`src/rtl/lane_aligner.sv`:
```
module lane_aligner #(
   parameter int W = 8,
   parameter logic [W-1:0] SYNC = 8'hBC
) (
   input  logic         clk,
   input  logic         rst,
   input  logic [W-1:0] rx,
   output logic [W-1:0] word,
   output logic         word_ok
);

   localparam int KW = (W > 1) ? $clog2(W) : 1;

   logic [W-1:0]   prev_q;
   logic [2*W-1:0] pair;
   logic [W-1:0]   hit;
   logic           any_hit;
   logic [KW-1:0]  first_k;
   logic           cand_q, locked_q, ok_q;
   logic [KW-1:0]  cand_k_q, lock_k_q;
   logic [W-1:0]   word_q;

   assign pair = {prev_q, rx};

   // one comparator per bit offset
   for (genvar k = 0; k < W; k++) begin : g_rot
      assign hit[k] = (pair[k +: W] == SYNC);
   end

   always_comb begin
      any_hit = |hit;
      first_k = '0;
      for (int k = W - 1; k >= 0; k--) begin
         if (hit[k]) first_k = KW'(k);
      end
   end

   always_ff @(posedge clk) begin
      if (rst) begin
         prev_q   <= '0;
         cand_q   <= 1'b0;
         cand_k_q <= '0;
         locked_q <= 1'b0;
         lock_k_q <= '0;
         word_q   <= '0;
         ok_q     <= 1'b0;
      end else begin
         prev_q <= rx;
         word_q <= pair[lock_k_q +: W];
         ok_q   <= locked_q;
         if (!locked_q) begin
            if (cand_q && hit[cand_k_q]) begin
               locked_q <= 1'b1;
               lock_k_q <= cand_k_q;
            end else begin
               cand_q   <= any_hit;
               cand_k_q <= first_k;
            end
         end
      end
   end

   assign word    = word_q;
   assign word_ok = ok_q;

endmodule

```
`config.mk`:
```
export PLATFORM = sky130hd
export DESIGN_NAME = lane_aligner
export DESIGN_NICKNAME = d
export VERILOG_FILES = /design/src/rtl/lane_aligner.sv
export SDC_FILE = /design/constraint.sdc
export NUM_CORES = 1
export LEC_CHECK = 0
export BUFFER_PORTS_ARGS = -buffer_cell sky130_fd_sc_hd__buf_2
export CORE_MARGIN = 3
export CORE_UTILIZATION = 55
export CTS_BUF_LIST = sky130_fd_sc_hd__clkbuf_4 sky130_fd_sc_hd__clkbuf_8
export CTS_CLUSTER_SIZE = 16
export DETAILED_ROUTE_END_ITERATION = 6
export PLACE_DENSITY = 0.77
export SLEW_MARGIN = 10
export SYNTH_ARGS = -nofsm -noshare
export SYNTH_HDL_FRONTEND = slang
export SYNTH_SLANG_ARGS = --single-unit
```
`constraint.sdc`:
```
create_clock -name clk -period 2.25 [get_ports clk]
set_input_delay 0.1125 -clock clk [delete_from_list [all_inputs] [get_ports clk]]
set_output_delay 0.1125 -clock clk [all_outputs]
set_load 0.01 [all_outputs]
```
* Word-level counts from Yosys, hierarchy flattened
Index checks and enable logic that the tools add are counted.
** Word-level totals
- Logic and storage cells :: 35
- Flip-flop bits (word level) :: 25
- Bits of input ports :: 10
** Cells by class
- Eq/ne operators :: 8
- Shift-type cells :: 1
- $lt $le $gt $ge :: 1
- Bitwise gates (word level) :: 2
- Muxes and demuxes :: 12
- Reductions and logical operators :: 4
** Operators with widths (count)
- 8-bit == test, second input constant :: 8
- 3-bit two-way mux :: 8
- 16-bit by 4-bit variable part select with 8-bit output :: 1
- 8-bit OR reduction :: 1
- 3-bit by 4-bit less-than comparator with 1-bit output, second input constant :: 1
- 2-bit AND reduction :: 2
- 1-bit binary-select mux with 3-bit select :: 1
- 1-bit two-way mux :: 3
- 1-bit inverter :: 2
- 1-bit logical AND :: 1

* Logic depth before layout (Yosys ltp)
- Word-level depth :: 9
- Mapped depth :: 7
- Mapped depth without buffers :: 6

* Least setup slack after synthesis
OpenSTA, ideal clock, no wires.
- Path type :: reg2reg
- Start point :: register cand_k_q[0]
- End point :: register lock_k_q[2]
- Required time :: 2134 ps
- Path buffers :: 1
- Clock period less this slack :: 1762 ps
- Cell stages (with the launch flop) :: 7
- Library setup time :: 116 ps
- Arrival time :: 1646 ps
- Setup slack :: 488 ps
- Path through :: dfxtp_1 > buf_1 > or4_4 > a21oi_4 > nor2_1 > a2bb2oi_1 > a31o_1
** On the way
- Longest elaborated chain between the ends :: 4
** RTL lines
- start: declaration :: RTL line 20 : logic [KW-1:0] cand_k_q, lock_k_q;
- start signal: assignment :: RTL line 57 : cand_k_q <= first_k;
- 1-bit binary-select mux with 3-bit select :: RTL line 52 : if (cand_q && hit[cand_k_q]) begin
- 1-bit two-way mux (not written as such) :: RTL line 52
- 1-bit logical AND :: RTL line 52
- 2-bit AND reduction (no line)
- end signal: assignment :: RTL line 54 : lock_k_q <= cand_k_q;
- end: declaration :: RTL line 20
No other way between the ends. The select of a mux whose other input is x is not followed.
A chain may end at the register's enable or synchronous reset.

* Worst setup path after layout
- Start point :: register prev_q[1]
- End point :: register cand_k_q[1]
** On the way
- Longest elaborated chain between the ends :: 9
** RTL lines
- start: declaration :: RTL line 14 : logic [W-1:0] prev_q;
- start signal: assignment :: RTL line 48 : prev_q <= rx;
- 8-bit == test :: RTL line 27 : assign hit[k] = (pair[k +: W] == SYNC);
- 3-bit two-way mux (8 in a row) :: RTL line 34 : if (hit[k]) first_k = KW'(k);
Parallel ways exist; a longest one is shown, timed or not. The select of a mux whose other input is x is not followed.

==> metrics.md <==
| Metric | Value |
|---|---|
| Synth Instances | `133` |
| Start point of the worst hold path | `rx[0]` |
| Post-route ant nets | `0` |
| Vias per cell | `6.25` |
| Worst clock skew | `0.00149 ns` |
| Max Buffers Root-to-Sink | `2` |
| CTS H-tree lvls | `1` |
| Final instance area | `0.00152 mm²` |
| Hold/Removal Path Class | `in -> reg` |
| Async SR Flop Fraction | `0%` |
| Max-Cap Viols | `0` |
| F_max | `0.518 GHz` |
| Worst Setup Start Kind | `flop` |
| Rel. slew slack | `65.0%` |
| Post-CTS Setup Bufs | `0` |
| Routability cong. | `0.853` |
| Ys Warns | `0` |
| Largest stage delay, worst path | `0.51 ns` |
| Pre-antenna DRT Iters | `4` |
| Number of global-route vias before repair | `1,036` |
| Final min period | `1.93 ns` |
| Die span in y | `56 µm` |
| Worst Path Max Fanout | `8` |
| I/O Pins | `19` |
| Worst-skew pair later-pin latency | `0.32 ns` |
| Delay-heaviest family, CP | `compound AO/OA/AOI/OAI gates` |
| Starting Density | `59.9%` |
| Number of flops mapped to enable cells by yosys | `0` |
| Final-report setup violation count | `0` |
| Fin. Hold Viols | `0` |
| Synth area leaders | `dfxtp_1, mux4_2, mux2i_1` |
| Mapped Nets | `143` |
| CTS tree | `built` |
| Setup TNS | `0 ns` |
| Worst path slowest cell | `a2111oi_4` |
| # fillers | `198` |
| First-pass GRT wire length | `4820 µm` |
| Detailed Place HPWL | `2160 µm` |
| Overall Global Routing Usage | `19.1%` |
| Syn Std Cell Area | `0.00138 mm²` |
| Max rail drop VDD | `0.310 mV` |
| Area Growth Syn to Fin | `10.2%` |
| Leakage Power | `0.558 nW` |
| Reg clk slew, reported paths | `0.13 ns` |
| Top_reg_cell synth | `dfxtp_1` |
| # diodes | `0` |
| Die ar. | `0.00314 mm²` |
| Slew @ Worst Pin | `0.518 ns` |
| Crit-path cells | `and4b_1 -> nand4_1 -> nand4_2 -> a2111oi_4 -> nor2_1 -> a311oi_1` |
| Wire per inst | `16.3 µm` |
| Final nets | `160` |
| Root Buffer | `clkbuf_4` |
| Status | `complete, no violations` |
| RSZ-0062 raised after global routing | `no` |
| Crit end category | `flop` |
| DIE WIDTH | `56 µm` |
| Register area share after synthesis | `34.9%` |
| Drt total wl | `2880 µm` |
| Commonest cells in the netlist | `dfxtp_1, mux2i_1, nor2_1` |
| Synth area leader | `dfxtp_1` |
| Worst R2R Start | `prev_q[1]` |
| Top-area cell type share of the netlist area | `34.9%` |
| Critical Path Start | `prev_q[1]` |
| Top-count cell post-synth | `dfxtp_1` |
| Max Slew Vio Count | `0` |
| Worst Path Arrival | `2.16 ns` |
| Num CTS Buffers | `3` |
| Avg Inst Size Synth | `10.3 µm²` |
| Post-route DRC | `0` |
| Area of the core | `0.00230 mm²` |
| Buffers on Ports | `18` |
| Crit path buf inv count | `0` |
| Placed Area | `0.00148 mm²` |
| DR iter-0 viols | `55` |
| Flops & latches, synth | `24` |
| # clock sinks | `24` |
| Largest net degree at the start of global routing | `23` |
| Post-synth cell types | `32` |
| Critical path class | `reg -> reg` |
| Fraction of layout cells with a size suffix above 1 | `24.2%` |
| Fin crit share | `85.8%` |
| Post-CTS Hold Fix Bufs | `0` |
| CTS resizes | `0` |
| Initial antenna violation count | `0` |
| WP data required | `2.48 ns` |
| Vias | `1,106` |
| Power Density | `504 mW/mm²` |
| Congestion Overflow GR | `0` |
| Row count | `17` |
| Total power | `0.764 mW` |
## layer usage
metal | GRT usage, % | part of all wire [%] | up-vias
li1 | - | - | 536
met4 | 6.44 | 1.5 | 0
met5 | 0 | 0 | -
met3 | 3.71 | 6.1 | 6
met2 | 31.1 | 48 | 46
met1 | 25.2 | 44 | 518
## cell families (layout without fill, tap and decap cells)
kind of cell	after synthesis	after routing	synth area share, %
AND/OR/NAND/NOR	65	65	29.8
multiplexers	24	24	24.7
flip-flops	24	24	34.9
AO/OA/AOI/OAI	11	11	7.92
buffers and inverters	9	25	2.64
## registers in the layout, summed over array words and instances, names as in the netlist
| name | cells |
|---|---|
| cand_q | 1 |
| word | 8 |
| prev_q | 7 |
| word_ok | 1 |
| cand_k_q | 3 |
| lock_k_q | 3 |
| locked_q | 1 |
## final cells by class
type / count / area [µm²] / area share [%]
multi-input combinational: 100 / 858 / 56.6
sequential: 24 / 480 / 31.7
timing repair buffer: 19 / 97.6 / 6.44
clock buffer: 4 / 36.3 / 2.39
tap: 28 / 35.0 / 2.31
inverter: 2 / 7.51 / 0.495
## final timing paths
check	to	slack, ns	depth (start not counted)
max	cand_k_q[1]	0.32	6
min reg2reg	cand_q	0.56	2
max reg2reg	cand_k_q[1]	0.32	6
min	prev_q[0]	0.04	2
## worst reg2reg max path: cells and delay by family (launching register included)
| kind | cells | cell delay (ns) |
|---|---|---|
| compound gates | 2 | 0.79 |
| flops | 1 | 0.45 |
| simple gates | 4 | 0.60 |
## cells in the final DEF (no fill, tap or decap), types with 2 or more instances in the layout
master    count
nand4_1       3
dfxtp_1      24
mux2i_1      16
inv_1         2
buf_2        18
nand4b_1      4
clkbuf_4      3
nor2b_1       9
nand2_1       9
o21ai_0       3
nor3b_1       2
mux4_2        8
nor3_1        4
and4bb_1      4
and4b_1       2
nor2_1       15
and3_1        2
a22oi_1       2
nor4bb_1      2
nand3_1       4
## power breakdown
part | switching (mW) | leakage (nW) | internal [mW]
sequential | 0.00972 | 0.197 | 0.439
combinational | 0.0455 | 0.340 | 0.0374
clock | 0.133 | 0.0210 | 0.0989
## stage by stage
step | std cells | utilization (%) | setup slack, ns | hold slack (ns)
after floorplan | 133 | - | 0.488 | 0.241
after global placement | 173 | 64.4 | 0.446 | 0.365
after detailed placement | 173 | 64.4 | 0.396 | 0.375
after CTS | 177 | 66.0 | 0.359 | 0.0452
after global routing | 177 | 66.0 | 0.220 | 0.0443
final | 177 | 66.0 | 0.319 | 0.0415
Power figures use the tool's default switching activity.
